File: config.mk
export PLATFORM = sky130hd
export DESIGN_NAME = lsw_ctrl
export DESIGN_NICKNAME = d
export VERILOG_FILES = /design/src/rtl/lsw_pkg.sv /design/src/rtl/lsw_sync.sv /design/src/rtl/lsw_mode_latch.sv /design/src/rtl/lsw_switch_seq.sv /design/src/rtl/lsw_ctrl.sv
export SDC_FILE = /design/constraint.sdc
export NUM_CORES = 1
export LEC_CHECK = 0
export BUFFER_PORTS_ARGS = -buffer_cell sky130_fd_sc_hd__buf_2
export CORE_MARGIN = 8
export CORE_UTILIZATION = 54
export CTS_CLUSTER_DIAMETER = 100
export DETAILED_ROUTE_END_ITERATION = 8
export PLACE_DENSITY = 0.91
export SYNTH_ARGS = -nofsm -noshare
export SYNTH_HDL_FRONTEND = slang
export SYNTH_HIERARCHICAL = 1
export SYNTH_SLANG_ARGS = --single-unit
File: constraint.sdc
create_clock -name clk -period 2.6 [get_ports clk]
set_input_delay 0.26 -clock clk [delete_from_list [all_inputs] [get_ports clk]]
set_output_delay 0.26 -clock clk [all_outputs]
set_load 0.02 [all_outputs]
File: src/rtl/lsw_pkg.sv
package lsw_pkg;

  typedef enum logic [2:0] {
    ST_OFF   = 3'd0,
    ST_TALK  = 3'd1,
    ST_RING  = 3'd2,
    ST_TEST  = 3'd3,
    ST_DRAIN = 3'd4
  } lsw_state_e;

  typedef struct packed {
    logic brk;
    logic tst;
    logic rret;
    logic ring;
  } lsw_sw_t;

  localparam lsw_sw_t SW_NONE = '{brk: 1'b0, tst: 1'b0, rret: 1'b0, ring: 1'b0};

  // Mode select pair {ring_sel, test_sel} to commanded switch set.
  function automatic lsw_sw_t lsw_decode(input logic ring_sel, input logic test_sel);
    lsw_sw_t s;
    s = SW_NONE;
    unique case ({ring_sel, test_sel})
      2'b00: s.brk = 1'b1;
      2'b10: begin
        s.ring = 1'b1;
        s.rret = 1'b1;
      end
      2'b01: s.tst = 1'b1;
      default: s = SW_NONE;
    endcase
    return s;
  endfunction

  function automatic lsw_state_e lsw_classify(input lsw_sw_t s, input logic drain);
    lsw_state_e st;
    if (drain)       st = ST_DRAIN;
    else if (s.brk)  st = ST_TALK;
    else if (s.ring) st = ST_RING;
    else if (s.tst)  st = ST_TEST;
    else             st = ST_OFF;
    return st;
  endfunction

endpackage

File: src/rtl/lsw_sync.sv
module lsw_sync #(
  parameter int unsigned WIDTH  = 1,
  parameter int unsigned STAGES = 2
) (
  input  logic             clk,
  input  logic             rst_n,
  input  logic [WIDTH-1:0] d,
  output logic [WIDTH-1:0] q
);

  localparam int unsigned LAST = STAGES - 1;

  logic [WIDTH-1:0] pipe [STAGES];

  always_ff @(posedge clk or negedge rst_n) begin
    if (!rst_n) begin
      for (int i = 0; i < STAGES; i++) pipe[i] <= '0;
    end else begin
      pipe[0] <= d;
      for (int i = 1; i < STAGES; i++) pipe[i] <= pipe[i-1];
    end
  end

  assign q = pipe[LAST];

endmodule

File: src/rtl/lsw_mode_latch.sv
module lsw_mode_latch
  import lsw_pkg::*;
(
  input  logic    clk,
  input  logic    rst_n,
  input  logic    hold,
  input  logic    ring_sel,
  input  logic    test_sel,
  output lsw_sw_t cmd
);

  logic [1:0] mode_q;
  logic [1:0] mode_eff;

  // Transparent while hold is low; the register follows so the last
  // transparent value is what remains once hold rises.
  assign mode_eff = hold ? mode_q : {ring_sel, test_sel};

  always_ff @(posedge clk or negedge rst_n) begin
    if (!rst_n) mode_q <= 2'b11;
    else        mode_q <= mode_eff;
  end

  assign cmd = lsw_decode(mode_eff[1], mode_eff[0]);


  hold_freeze_chk: assert property (@(posedge clk) disable iff (!rst_n)
    (hold && $past(hold)) |-> $stable(mode_eff));

endmodule

File: src/rtl/lsw_switch_seq.sv
module lsw_switch_seq
  import lsw_pkg::*;
(
  input  logic       clk,
  input  logic       rst_n,
  input  lsw_sw_t    cmd,
  input  logic       force_off,
  input  logic       zc,
  output lsw_sw_t    sw,
  output logic       drain,
  output lsw_state_e state
);

  lsw_sw_t    target;
  lsw_sw_t    sw_nx;
  logic       drain_nx;
  lsw_sw_t    sw_q;
  logic       drain_q;
  lsw_state_e state_q;

  always_comb begin
    target        = force_off ? SW_NONE : cmd;
    // Ringing switch: closes at once, opens only on a zero crossing.
    sw_nx.ring    = target.ring | (sw_q.ring & ~zc);
    drain_nx      = sw_nx.ring & ~target.ring;
    // Everything else opens at once and may not close while draining.
    sw_nx.brk     = target.brk  & ~drain_nx;
    sw_nx.tst     = target.tst  & ~drain_nx;
    sw_nx.rret    = target.rret & ~drain_nx;
  end

  always_ff @(posedge clk or negedge rst_n) begin
    if (!rst_n) begin
      sw_q    <= SW_NONE;
      drain_q <= 1'b0;
      state_q <= ST_OFF;
    end else begin
      sw_q    <= sw_nx;
      drain_q <= drain_nx;
      state_q <= lsw_classify(sw_nx, drain_nx);
    end
  end

  assign sw    = sw_q;
  assign drain = drain_q;
  assign state = state_q;


  ring_zc_only_chk: assert property (@(posedge clk) disable iff (!rst_n)
    $fell(sw_q.ring) |-> $past(zc));


  drain_excl_chk: assert property (@(posedge clk) disable iff (!rst_n)
    drain_q |-> !(sw_q.brk || sw_q.tst || sw_q.rret) && sw_q.ring);


  force_off_chk: assert property (@(posedge clk) disable iff (!rst_n)
    $past(force_off) |-> !(sw_q.brk || sw_q.tst || sw_q.rret));


  no_brk_ring_chk: assert property (@(posedge clk) disable iff (!rst_n)
    sw_q.brk |-> !sw_q.ring);

endmodule

File: src/rtl/lsw_ctrl.sv
module lsw_ctrl
  import lsw_pkg::*;
#(
  parameter int unsigned SYNC_STAGES = 2
) (
  input  logic       clk,
  input  logic       rst_n,
  input  logic       ring_sel_i,
  input  logic       test_sel_i,
  input  logic       hold_i,
  input  logic       shdn_n_i,
  input  logic       shdn_drv_i,
  input  logic       therm_i,
  input  logic       zc_i,
  output logic       brk_en_o,
  output logic       tst_en_o,
  output logic       rret_en_o,
  output logic       ring_en_o,
  output logic       drain_o,
  output logic [2:0] state_o
);

  localparam int unsigned NUM_IN = 7;

  logic [NUM_IN-1:0] raw_in;
  logic [NUM_IN-1:0] syn_in;
  logic              ring_s, test_s, hold_s, shdn_n_s, shdn_drv_s, therm_s, zc_s;
  logic              force_off;
  lsw_sw_t           cmd;
  lsw_sw_t           sw;
  lsw_state_e        state;

  assign raw_in = {ring_sel_i, test_sel_i, hold_i, shdn_n_i, shdn_drv_i, therm_i, zc_i};

  lsw_sync #(.WIDTH(NUM_IN), .STAGES(SYNC_STAGES)) u_sync (
    .clk   (clk),
    .rst_n (rst_n),
    .d     (raw_in),
    .q     (syn_in)
  );

  assign {ring_s, test_s, hold_s, shdn_n_s, shdn_drv_s, therm_s, zc_s} = syn_in;

  lsw_mode_latch u_latch (
    .clk      (clk),
    .rst_n    (rst_n),
    .hold     (hold_s),
    .ring_sel (ring_s),
    .test_sel (test_s),
    .cmd      (cmd)
  );

  // Shutdown bypasses the hold stage; thermal trip only while the pin floats.
  assign force_off = ~shdn_n_s | (therm_s & ~shdn_drv_s);

  lsw_switch_seq u_seq (
    .clk       (clk),
    .rst_n     (rst_n),
    .cmd       (cmd),
    .force_off (force_off),
    .zc        (zc_s),
    .sw        (sw),
    .drain     (drain_o),
    .state     (state)
  );

  assign brk_en_o  = sw.brk;
  assign tst_en_o  = sw.tst;
  assign rret_en_o = sw.rret;
  assign ring_en_o = sw.ring;
  assign state_o   = state;

endmodule

After elaboration in Yosys (flattened, before gate mapping)
Index checks and enable logic that the tools add are counted.
Word-level totals
  flip-flop bits (word level): 24
Operators by class
  equal/unequal tests: 2
  multiplexer cells: 9
  bitwise logic cells: 13
  reduce and logical (&&, ||, !) cells: 1
Operators by type and width (number)
  3-bit two-way mux: 3
  1-bit bitwise AND: 6
  2-bit two-way mux: 3
  1-bit NOT: 5
  4-bit two-way mux: 1
  2-bit by 1-bit equality test with 1-bit output, second input constant: 1
  2-bit equality test, second input constant: 1
  2-bit logical NOT: 1
  1-bit two-way mux: 2
  1-bit OR: 2

Longest topological paths before layout
Gate-level depths: netlist of run 1.
  word-level depth: 12
  gate-level depth with buffers: 6
  gate-level depth less buffers: 5

By module
Netlist of run 1, hierarchy kept.
By module, submodules not included
  lsw_sync: instances 1, cells each 21, area each 402.9 µm², seq. area each 350.3 µm²
  lsw_switch_seq: instances 1, cells each 22, area each 261.5 µm², seq. area each 175.2 µm²
  lsw_mode_latch: instances 1, cells each 14, area each 126.4 µm², seq. area each 52.6 µm²
  lsw_ctrl: instances 1, cells each 2, area each 12.5 µm², seq. area each 0.0 µm²

Least setup slack after synthesis of run 1
OpenSTA, ideal clock, no wires.
  path kind: reg2reg
  start: register u_sync.pipe, in the netlist u_sync/q[4]
  end: register u_seq.state_q[0] (netlist: u_seq/state[0])
  data arrival time: 1086 ps
  path slack: 1386 ps
  stages on the path, launching flop included: 7
  path buffers: 1
  clock period less this slack: 1214 ps
  path through: dfrtp_1 > buf_4 > nand2b_1 > o22ai_2 > inv_1 > a21oi_1 > nor3_1
RTL lines
  start, declared: line lsw_sync.sv:13  | logic [WIDTH-1:0] pipe [STAGES];
  end signal, assigned: line lsw_switch_seq.sv:40  | state_q <= lsw_classify(sw_nx, drain_nx);
  end, declared: line lsw_switch_seq.sv:19  | lsw_state_e state_q;

==> run_results.csv, run 1 <==
group,metric,value,unit
clock_network,cts_inserted_buffers,3,
placement,dpl.cell_count,82,
drt,drt_iter0_markers,3,
clock_network,cts_setup_buffers,0,
power_and_ir_drop,peakVddDrop,0.000471,V
worst_setup_path,required,2.80,ns
power_and_ir_drop,pwr-share-seq,0.650,
yosys,yosysWarnings,6,
power_and_ir_drop,p_int,461,µW
flow_run,cap_violations,0,
placement,routabilityCongestion,0.764,
sta,maxSlewViolCount,0,
sta,min_period,1.33,ns
power_and_ir_drop,pwr-share-comb,0.094,
clock_network,cts.sinks,23,
sta,period_share,0.510,
drt,wire_per_inst,12.7,µm
worst_setup_path,r2r-start,"u_sync/q[4]",
yosys,syn_area_per_cell,13.6,µm²
yosys,synth-xor-area-share,0,
yosys,synthMuxAreaShare,0,
layout,n_fill_cell,128,
layout,area_delta_synth_final,8.57,%
worst_setup_path,path_class,"flip-flop to flip-flop",
worst_setup_path,crit_start,"u_sync/q[4]",
clock_network,cts_root_buffer,"clkbuf_4",
yosys,synth_top_family_by_area,"buffers and inverters",
floorplanning,fp.dieW,54.6,µm
sta,grt_setup_unrepaired,"false",
yosys,synth_seq_cells,23,
worst_setup_path,path_buf_inv,0,
global_route,first_global_vias,432,
power_and_ir_drop,p_clk_frac,0.256,
worst_hold_path,worstHoldStart,"zc_i",
worst_setup_path,crit_family,"simple AND/OR/NAND/NOR gates",
drt,routed_wirelength,1100,µm
worst_setup_path,cp_max_fo,7,
sta,skew,0.000755,ns
global_route,grt_pass1_wl,1770,µm
layout,drive_above_1_share,0.338,
sta,tns,0,ns
worst_setup_path,start_kind,"flip-flop",
layout,final_cell_mix,"dfrtp_1, buf_2, inv_1",
sta,hold-worst-slack,0.0595,ns
yosys,synth.cell_area,803,µm²
worst_setup_path,path_cells,"nand2b_1, o22ai_2, nor3b_2, nor2_1, and2_1",
clock_network,clk_path_buf_depth,2,
placement,detailed_place_hpwl,837,µm
outcome,run_status,"finished, final reports clean",
floorplanning,ios,17,
floorplanning,core-area,1450,µm²
worst_setup_path,worst_path_largest_cell_delay,0.47,ns
power_and_ir_drop,leakage,0.000442,µW
floorplanning,initial_core_util,0.552,
floorplanning,die_area,2980,µm²
worst_setup_path,cp-end-kind,"flip-flop",
drt,drc,0,
placement,numPortBuffers,16,
sta,final-hold-violation-count,0,
sta,worst_pin_slew,0.472,ns
power_and_ir_drop,switching_share,0.232,
yosys,synth-compound-area-share,0.0794,
power_and_ir_drop,pwr_density_cell,688,nW/µm²
sta,setup_violations,0,
yosys,synth_fa_ha_area_frac,0,
layout,mostFrequentLayoutCell,"dfrtp_1",
yosys,seq_area_frac_synth,0.720,
sta,clock.fmax,0.755,GHz
clock_network,cts_tree,"yes",
layout,insertedDiodeCount,0,
clock_network,cts_max_level,1,
global_route,grt_max_degree,24,
drt,num_vias,424,
worst_setup_path,worst_path_max_delay_cell,"dfrtp_1",
yosys,synth_nets,68,
drt,drtAntennaViolNets,0,
worst_setup_path,cp.arrival,1.52,ns
worst_hold_path,min_path_type,"input port to flip-flop",
drt,viasPerCell,4.87,
clock_network,ctsHoldBuffers,1,
yosys,synth_simple_gate_area_frac,0.0935,
clock_network,cts.clk_slew.worst_paths,0.11,ns
yosys,ys_types,15,
floorplanning,rows,14,
global_route,grt_overflow,0,
sta,maxSlewHeadroom,0.685,
global_route,grt.total_usage,0.0857,
layout,nNetsFinal,81,
floorplanning,die_y,54.6,µm
layout,fin_cells,87,
power_and_ir_drop,p_switching,139,µW
global_route,antenna_found_initial,0,
yosys,syn_inst,59,
clock_network,clk_latency,0.29,ns
drt,dr.pass1.iters,4,
clock_network,cts_resized,0,
[power groups by stage]
stage / Combinational, µW / Sequential (µW) / Clock (µW)
after floorplan: 34.8 / 402 / 0
after global routing: 62.9 / 392 / 175
after CTS: 56.8 / 390 / 158
final: 56.1 / 390 / 154
after global placement: 53.3 / 396 / 0
after detailed placement: 55.6 / 397 / 0
[cell type report]
class                   instances  area (µm²)  area share
clock buffers                   4        26.3      0.0301
inverters                       5        18.8      0.0215
flip-flops and latches         23         578       0.663
multi-input cells              22         139       0.159
repair buffers                 17        90.1       0.103
well taps                      16        20.0      0.0230
[per-layer routing]
metal  track usage  part of all wire  vias up
met5             0                 0        -
met4        0.0615            0.0091        0
met3        0.0435              0.13        2
met2         0.137              0.46       19
met1        0.0842              0.40      198
li1              -                 -      205
[cell usage after synthesis]
library cell,instances,area share
a21oi_1,3,0.019
and2_1,3,0.023
buf_4,9,0.084
dfrtp_1,21,0.65
dfstp_2,2,0.065
inv_1,5,0.023
nand2_1,3,0.014
nand2b_1,3,0.023
nor2_1,1,0.0047
nor3_1,2,0.012
nor3b_2,1,0.016
o21ai_0,2,0.012
o21ai_2,1,0.011
o22ai_2,1,0.016
o32ai_1,2,0.022
[cells by family after synthesis]
kind of cell / Yosys count
DFF: 23
buffers and inverters: 14
and+or+nand+nor: 13
AOI/OAI and AO/OA: 9
[worst paths after layout]
| kind | endpoint | slack [ns] | cells after the start |
|---|---|---|---|
| worst min register to register | u_sync/q[3] | 0.36 | 0 |
| max in group asynchronous | u_latch/mode_q[0] | 1.81 | 2 |
| min in group asynchronous | u_seq/drain | 0.44 | 2 |
| worst min-delay path | u_sync/pipe[7] | 0.06 | 1 |
| worst max register to register | u_seq/sw[1] | 1.27 | 5 |
| worst max-delay path | u_seq/sw[1] | 1.27 | 5 |
[metrics by stage]
stage | worst slack, ns | power [µW] | util | area [µm²]
2_1_floorplan | 1.39 | 437 | - | 803
3_3_place_gp | 1.37 | 449 | 0.575 | 836
3_5_place_dp | 1.29 | 453 | 0.575 | 836
4_1_cts | 1.27 | 605 | 0.600 | 872
5_1_grt | 1.16 | 630 | 0.600 | 872
6_report | 1.27 | 600 | 0.600 | 872
[registers in the layout (all words and copies together), names as in the netlist]
name            flops
u_sync/pipe         7
u_sync/q            7
u_seq/sw            4
u_latch/mode_q      2
u_seq/state         2
u_seq/drain         1
Note: power is estimated with default switching activity, not from simulation.
==> run 2: changes to the inputs <==
Settings changed: CORE_UTILIZATION 54 to 45, PLACE_DENSITY 0.91 to 0.82.
Clock period 2.6 ns to 1.1 ns, I/O delays scaled along.
==> run 2 against run 1 <==
The flow now finishes with violations (negative setup slack); critical path depth grew 1; worst hold slack gained 0.21 ns; design area grew 24%; clock power grew 150%; clock skew grew 0.0035 ns; largest cell class unchanged; routed wire length grew 27%; count of clock-buffer cells in the layout shrank 1; core utilization grew 3.5 points; non-clock buffer count grew 14; total power grew to 2.6 times the previous value; critical endpoint is now u_seq/sw[2].
==> run_results.csv, run 2 (same netlist as run 1, synthesis figures left out) <==
group,metric,value,unit
power_and_ir_drop,peakVddDrop,0.00111,V
drt,met2WireLength,713,µm
placement,routabilityCongestion,0.720,
worst_setup_path,required,1.31,ns
floorplanning,fp.dieW,58.3,µm
layout,register_area,579,µm²
clock_network,cts.sinks,23,
worst_setup_path,cp-end-kind,"flip-flop",
global_route,grt_overflow,0,
layout,nNetsFinal,95,
worst_setup_path,cp_max_fo,5,
global_route,first_global_vias,546,
sta,final-hold-violation-count,0,
floorplanning,initial_core_util,0.470,
clock_network,clk_path_buf_depth,2,
floorplanning,die_y,58.3,µm
power_and_ir_drop,pwr_density_cell,1410,nW/µm²
drt,num_vias,502,
layout,final_area,1080,µm²
layout,insertedDiodeCount,0,
worst_setup_path,path_class,"flip-flop to flip-flop",
drt,routed_wirelength,1400,µm
sta,hold-worst-slack,0.271,ns
clock_network,cts.clk_slew.worst_paths,0.12,ns
sta,min_period,1.28,ns
sta,worst_pin_slew,0.480,ns
global_route,grt_max_degree,24,
layout,n_fill_cell,133,
layout,drive_above_1_share,0.471,
drt,wire_per_inst,12.7,µm
sta,setup_violations,6,
drt,drt_iter0_markers,1,
flow_run,cap_violations,0,
clock_network,cts_root_buffer,"clkbuf_4",
outcome,violations,"negative setup slack",
drt,drc,0,
power_and_ir_drop,leakage,0.000522,µW
placement,placed_area,892,µm²
sta,maxSlewViolCount,0,
placement,detailed_place_hpwl,896,µm
sta,clock.fmax,0.782,GHz
global_route,antenna_found_initial,0,
sta,maxSlewHeadroom,0.680,
sta,period_share,1.16,
clock_network,cts_tree,"yes",
global_route,grt_pass1_wl,2420,µm
sta,grt_setup_unrepaired,"true",
drt,viasPerCell,4.56,
sta,skew,0.00429,ns
worst_setup_path,start_kind,"flip-flop",
placement,numPortBuffers,16,
outcome,run_status,"complete, but fails checks",
drt,met3_length,121,µm
clock_network,cts_max_level,1,
sta,setup_ws,-0.178,ns
floorplanning,rows,15,
drt,drtAntennaViolNets,0,
drt,wirelength_met1,540,µm
layout,area_delta_synth_final,34.9,%
floorplanning,ios,17,
worst_setup_path,cp.arrival,1.49,ns
drt,top_layer,"met4",
layout,mostFrequentLayoutCell,"dfrtp_1",
layout,final_cell_mix,"dfrtp_1, buf_2, dlygate4sd3_1, buf_4, inv_1",
layout,multi_input_area,208,µm²
floorplanning,die_area,3390,µm²
global_route,grt.total_usage,0.0960,
worst_hold_path,min_path_type,"input port to asynchronous set/reset pin",
drt,dr.pass1.iters,3,
clock_network,clk_latency,0.31,ns
clock_network,cts_inserted_buffers,3,
floorplanning,core-area,1710,µm²
[run 2: cell types whose count changed in the layout (fill, tap and decap cells not counted), moves of 2 or more]
cell / previous run / this run
nand2b_1: 3 / 1
buf_4: 0 / 6
o32ai_4: 0 / 2
dlygate4sd3_1: 1 / 8
o32ai_1: 2 / 0
[run 2: worst max-delay path, cell delays in order (launching register included)]
cell and delay, ns:
dfrtp_1 0.42, buf_4 0.15, nand2_4 0.07, o22ai_4 0.08, nor3b_2 0.23, nor2_2 0.07
and2_1 0.16
[run 2: metrics by stage]
stage | total power, µW | setup slack (ns) | setup TNS, ns | cells | utilization
after floorplan | 1050 | -0.0530 | -0.161 | 59 | -
after global placement | 1090 | -0.160 | -0.519 | 93 | 0.522
after detailed placement | 1100 | -0.242 | -0.821 | 93 | 0.522
after CTS | 1530 | -0.157 | -0.765 | 108 | 0.621
after global routing | 1620 | -0.232 | -1.20 | 110 | 0.634
final | 1530 | -0.178 | -0.779 | 110 | 0.634
[run 2: timing repair]
item                                    in CTS  in global routing
gates resized for setup                      5                  3
endpoints found under the setup margin       6                  6
hold endpoints to repair                    28                  0
setup buffers                                3                  2
hold buffers                                 8                  0
pin swaps                                    2                  3
[run 2: worst paths after layout]
kind | end | slack, ns | startpoint | cells after the start
worst min register to register | u_sync/q[0] | 0.36 | u_sync/pipe[7] | 0
max in group asynchronous | u_sync/q[5] | 0.48 | rst_n | 2
worst min-delay path | u_seq/drain | 0.27 | rst_n | 2
worst max-delay path | u_seq/sw[2] | -0.18 | u_sync/q[4] | 6
min in group clk | u_sync/q[0] | 0.36 | u_sync/pipe[7] | 0
worst max register to register | u_seq/sw[2] | -0.18 | u_sync/q[4] | 6
[run 2: where the power goes]
group | switching, µW | internal, µW
registers | 30.4 | 899
clock network | 246 | 139
logic | 111 | 107
[run 2: area by class of cell]
type / instances / share of cell area
clock inverter: 1 / 0.00693
tap: 25 / 0.0289
timing repair buffer: 31 / 0.200
inverter: 5 / 0.0173
multi-input combinational: 22 / 0.192
clock buffer: 3 / 0.0208
sequential: 23 / 0.535
[run 2: metal layers]
metal / vias up / global-route usage
met5: - / 0
met4: 0 / 0.0350
met3: 2 / 0.0618
met2: 23 / 0.161
met1: 242 / 0.0930
li1: 235 / -
==> run 3: changes to the inputs <==
Settings changed: ABC_AREA from default to 1, CORE_UTILIZATION 45 to 46, CTS_CLUSTER_SIZE from default to 24, PLACE_DENSITY 0.82 to 0.83.
==> run 3 against run 2 <==
The run still ends with negative setup slack left; critical path depth grew 2; count of clock-buffer cells in the layout is the same; synthesized area grew 8.3%; maximum frequency grew 7.2%; critical path type unchanged.
==> run_results.csv, run 3 <==
group,metric,value,unit
global_route,antenna_found_initial,0,
flow_run,cap_violations,0,
worst_setup_path,worst_path_largest_cell_delay,0.56,ns
yosys,ys.flop_type,"dfrtp_1",
drt,viasPerCell,4.30,
yosys,synthTopCellsByArea,"dfrtp_1, buf_4, nand2_1, dfstp_2, inv_1",
layout,final_cell_mix,"dfrtp_1, buf_2, nand2_1, inv_1",
clock_network,clk_latency,0.30,ns
floorplanning,die_y,59.5,µm
worst_setup_path,path_buf_inv,1,
floorplanning,die_area,3540,µm²
sta,skew,0.000656,ns
global_route,first_global_vias,556,
worst_setup_path,cp_max_fo,3,
layout,area_delta_synth_final,20.4,%
yosys,syn_inst,79,
worst_setup_path,reg2reg_depth,8,
yosys,synth_top_cell_by_area,"dfrtp_1",
yosys,netlist_top_cells_count,"dfrtp_1, nand2_1, inv_1",
floorplanning,ios,17,
sta,tns,-0.432,ns
drt,drtAntennaViolNets,0,
worst_setup_path,required,1.35,ns
sta,maxSlewViolCount,0,
drt,dr.pass1.iters,4,
yosys,synth.cell_area,870,µm²
clock_network,cts_inserted_buffers,3,
floorplanning,fp.dieW,59.5,µm
layout,mostFrequentLayoutCell,"dfrtp_1",
clock_network,cts_root_buffer,"clkbuf_4",
floorplanning,initial_core_util,0.498,
sta,min_period,1.19,ns
worst_setup_path,reg2reg_slack,-0.09,ns
power_and_ir_drop,pwr_density_cell,1450,nW/µm²
placement,detailed_place_hpwl,886,µm
placement,pre_cts_ws,-0.101,ns
outcome,run_status,"complete, but fails checks",
sta,hold-worst-slack,0.287,ns
sta,final-hold-violation-count,0,
placement,placed_area,923,µm²
worst_setup_path,cp.arrival,1.44,ns
layout,insertedDiodeCount,0,
yosys,ys_types,13,
power_and_ir_drop,leakage,0.000566,µW
worst_setup_path,start_kind,"flip-flop",
global_route,grt.total_usage,0.0844,
drt,routed_wirelength,1370,µm
yosys,seq_area_frac_synth,0.665,
clock_network,cts.clk_slew.worst_paths,0.12,ns
yosys,synth_seq_cells,23,
drt,drt_iter0_markers,7,
drt,wire_per_inst,11.1,µm
sta,grt_setup_unrepaired,"true",
worst_setup_path,reg2reg_to,"u_seq/state[1]",
worst_setup_path,r2r-start,"u_latch/mode_q[1]",
sta,setup_violations,6,
sta,worst_pin_slew,0.474,ns
clock_network,clk_path_buf_depth,2,
yosys,yosysWarnings,6,
global_route,grt_max_degree,24,
yosys,ys_async_sr_fraction,1.00,
worst_setup_path,worst_path_max_delay_cell,"dfstp_2",
drt,num_vias,533,
clock_network,cts_setup_buffers,0,
layout,nNetsFinal,109,
placement,routabilityCongestion,0.724,
worst_setup_path,crit_family,"flip-flops",
power_and_ir_drop,peakVddDrop,0.000989,V
sta,setup_ws,-0.0924,ns
worst_setup_path,path_cells,"inv_2, nand2_2, nand2_2, nor2_4, nand2_4, nand2_4, nand2_2, nor2_2",
yosys,synth_edf_count,0,
floorplanning,core-area,1750,µm²
sta,clock.fmax,0.839,GHz
worst_setup_path,path_class,"flip-flop to flip-flop",
clock_network,cts_tree,"yes",
global_route,grt_pass1_wl,2220,µm
worst_setup_path,path_common_cell,"nand2_2",
yosys,yosysMostFrequentCell,"dfrtp_1",
drt,drc,0,
sta,maxSlewHeadroom,0.684,
clock_network,cts_max_level,1,
global_route,grt_overflow,0,
yosys,synth_top_area_share,0.604,
outcome,violations,"negative setup slack",
sta,period_share,1.08,
placement,numPortBuffers,16,
floorplanning,rows,15,
worst_hold_path,min_path_type,"input port to asynchronous set/reset pin",
layout,drive_above_1_share,0.455,
yosys,syn_area_per_cell,11.0,µm²
worst_setup_path,cp-end-kind,"flip-flop",
clock_network,cts.sinks,23,
yosys,synth_nets,88,
layout,final_area,1050,µm²
-- run 3: what timing repair did --
item	4_1_cts	5_1_grt
hold buffers	8	0
hold endpoints to repair	28	0
setup endpoints to repair	6	7
resized for setup	2	6
pin swaps	4	5
-- run 3: layer usage --
metal,GRT usage,part of all wire
met1,0.0743,0.36
met2,0.162,0.58
met3,0.0304,0.052
met4,0.0410,0.0066
met5,0,0
-- run 3: report_power, final --
group	total (µW)	leakage (µW)	switching, µW	internal (µW)
Sequential	925	0.000277	23.2	902
Clock	369	0.0000177	234	135
Combinational	221	0.000271	136	85.1
-- run 3: worst max path at each step --
stage                           start             end  slack [ns]  cells past startpoint
detailed placement  u_latch/mode_q[1]  u_seq/state[1]       -0.10                      8
CTS                 u_latch/mode_q[1]  u_seq/state[1]       -0.09                      8
global route        u_latch/mode_q[1]  u_seq/state[1]       -0.16                      8
floorplan           u_latch/mode_q[1]     u_seq/sw[1]       -0.01                      7
global placement    u_latch/mode_q[1]  u_seq/state[1]       -0.04                      8
finish              u_latch/mode_q[1]  u_seq/state[1]       -0.09                      8
-- run 3: cell type report --
type | instances | area, µm²
repair buffers | 25 | 168
flip-flops and latches | 23 | 579
clock buffers | 3 | 22.5
inverters | 13 | 48.8
multi-input cells | 34 | 193
clock inverters | 1 | 5.00
well taps | 25 | 31.3
fillers | 143 | 698
-- run 3: worst register-to-register path, delay by kind of cell (launching register included) --
family	cells	cell delay [ns]
DFF	1	0.56
buffers and inverters	1	0.04
and+or+nand+nor	7	0.54
-- run 3: through the flow --
stage / total power, µW / cells / utilization
finish: 1520 / 124 / 0.600
floorplan: 1080 / 79 / -
detailed placement: 1130 / 112 / 0.529
global route: 1590 / 124 / 0.600
CTS: 1530 / 124 / 0.595
global placement: 1120 / 112 / 0.529
-- run 3: cells by family (layout without fill, tap and decap cells) --
group,Yosys count,after routing,synth area share
buffers and inverters,22,42,0.134
flip-flops,23,23,0.665
AO/OA/AOI/OAI,1,1,0.00575
AND/OR/NAND/NOR,33,33,0.196
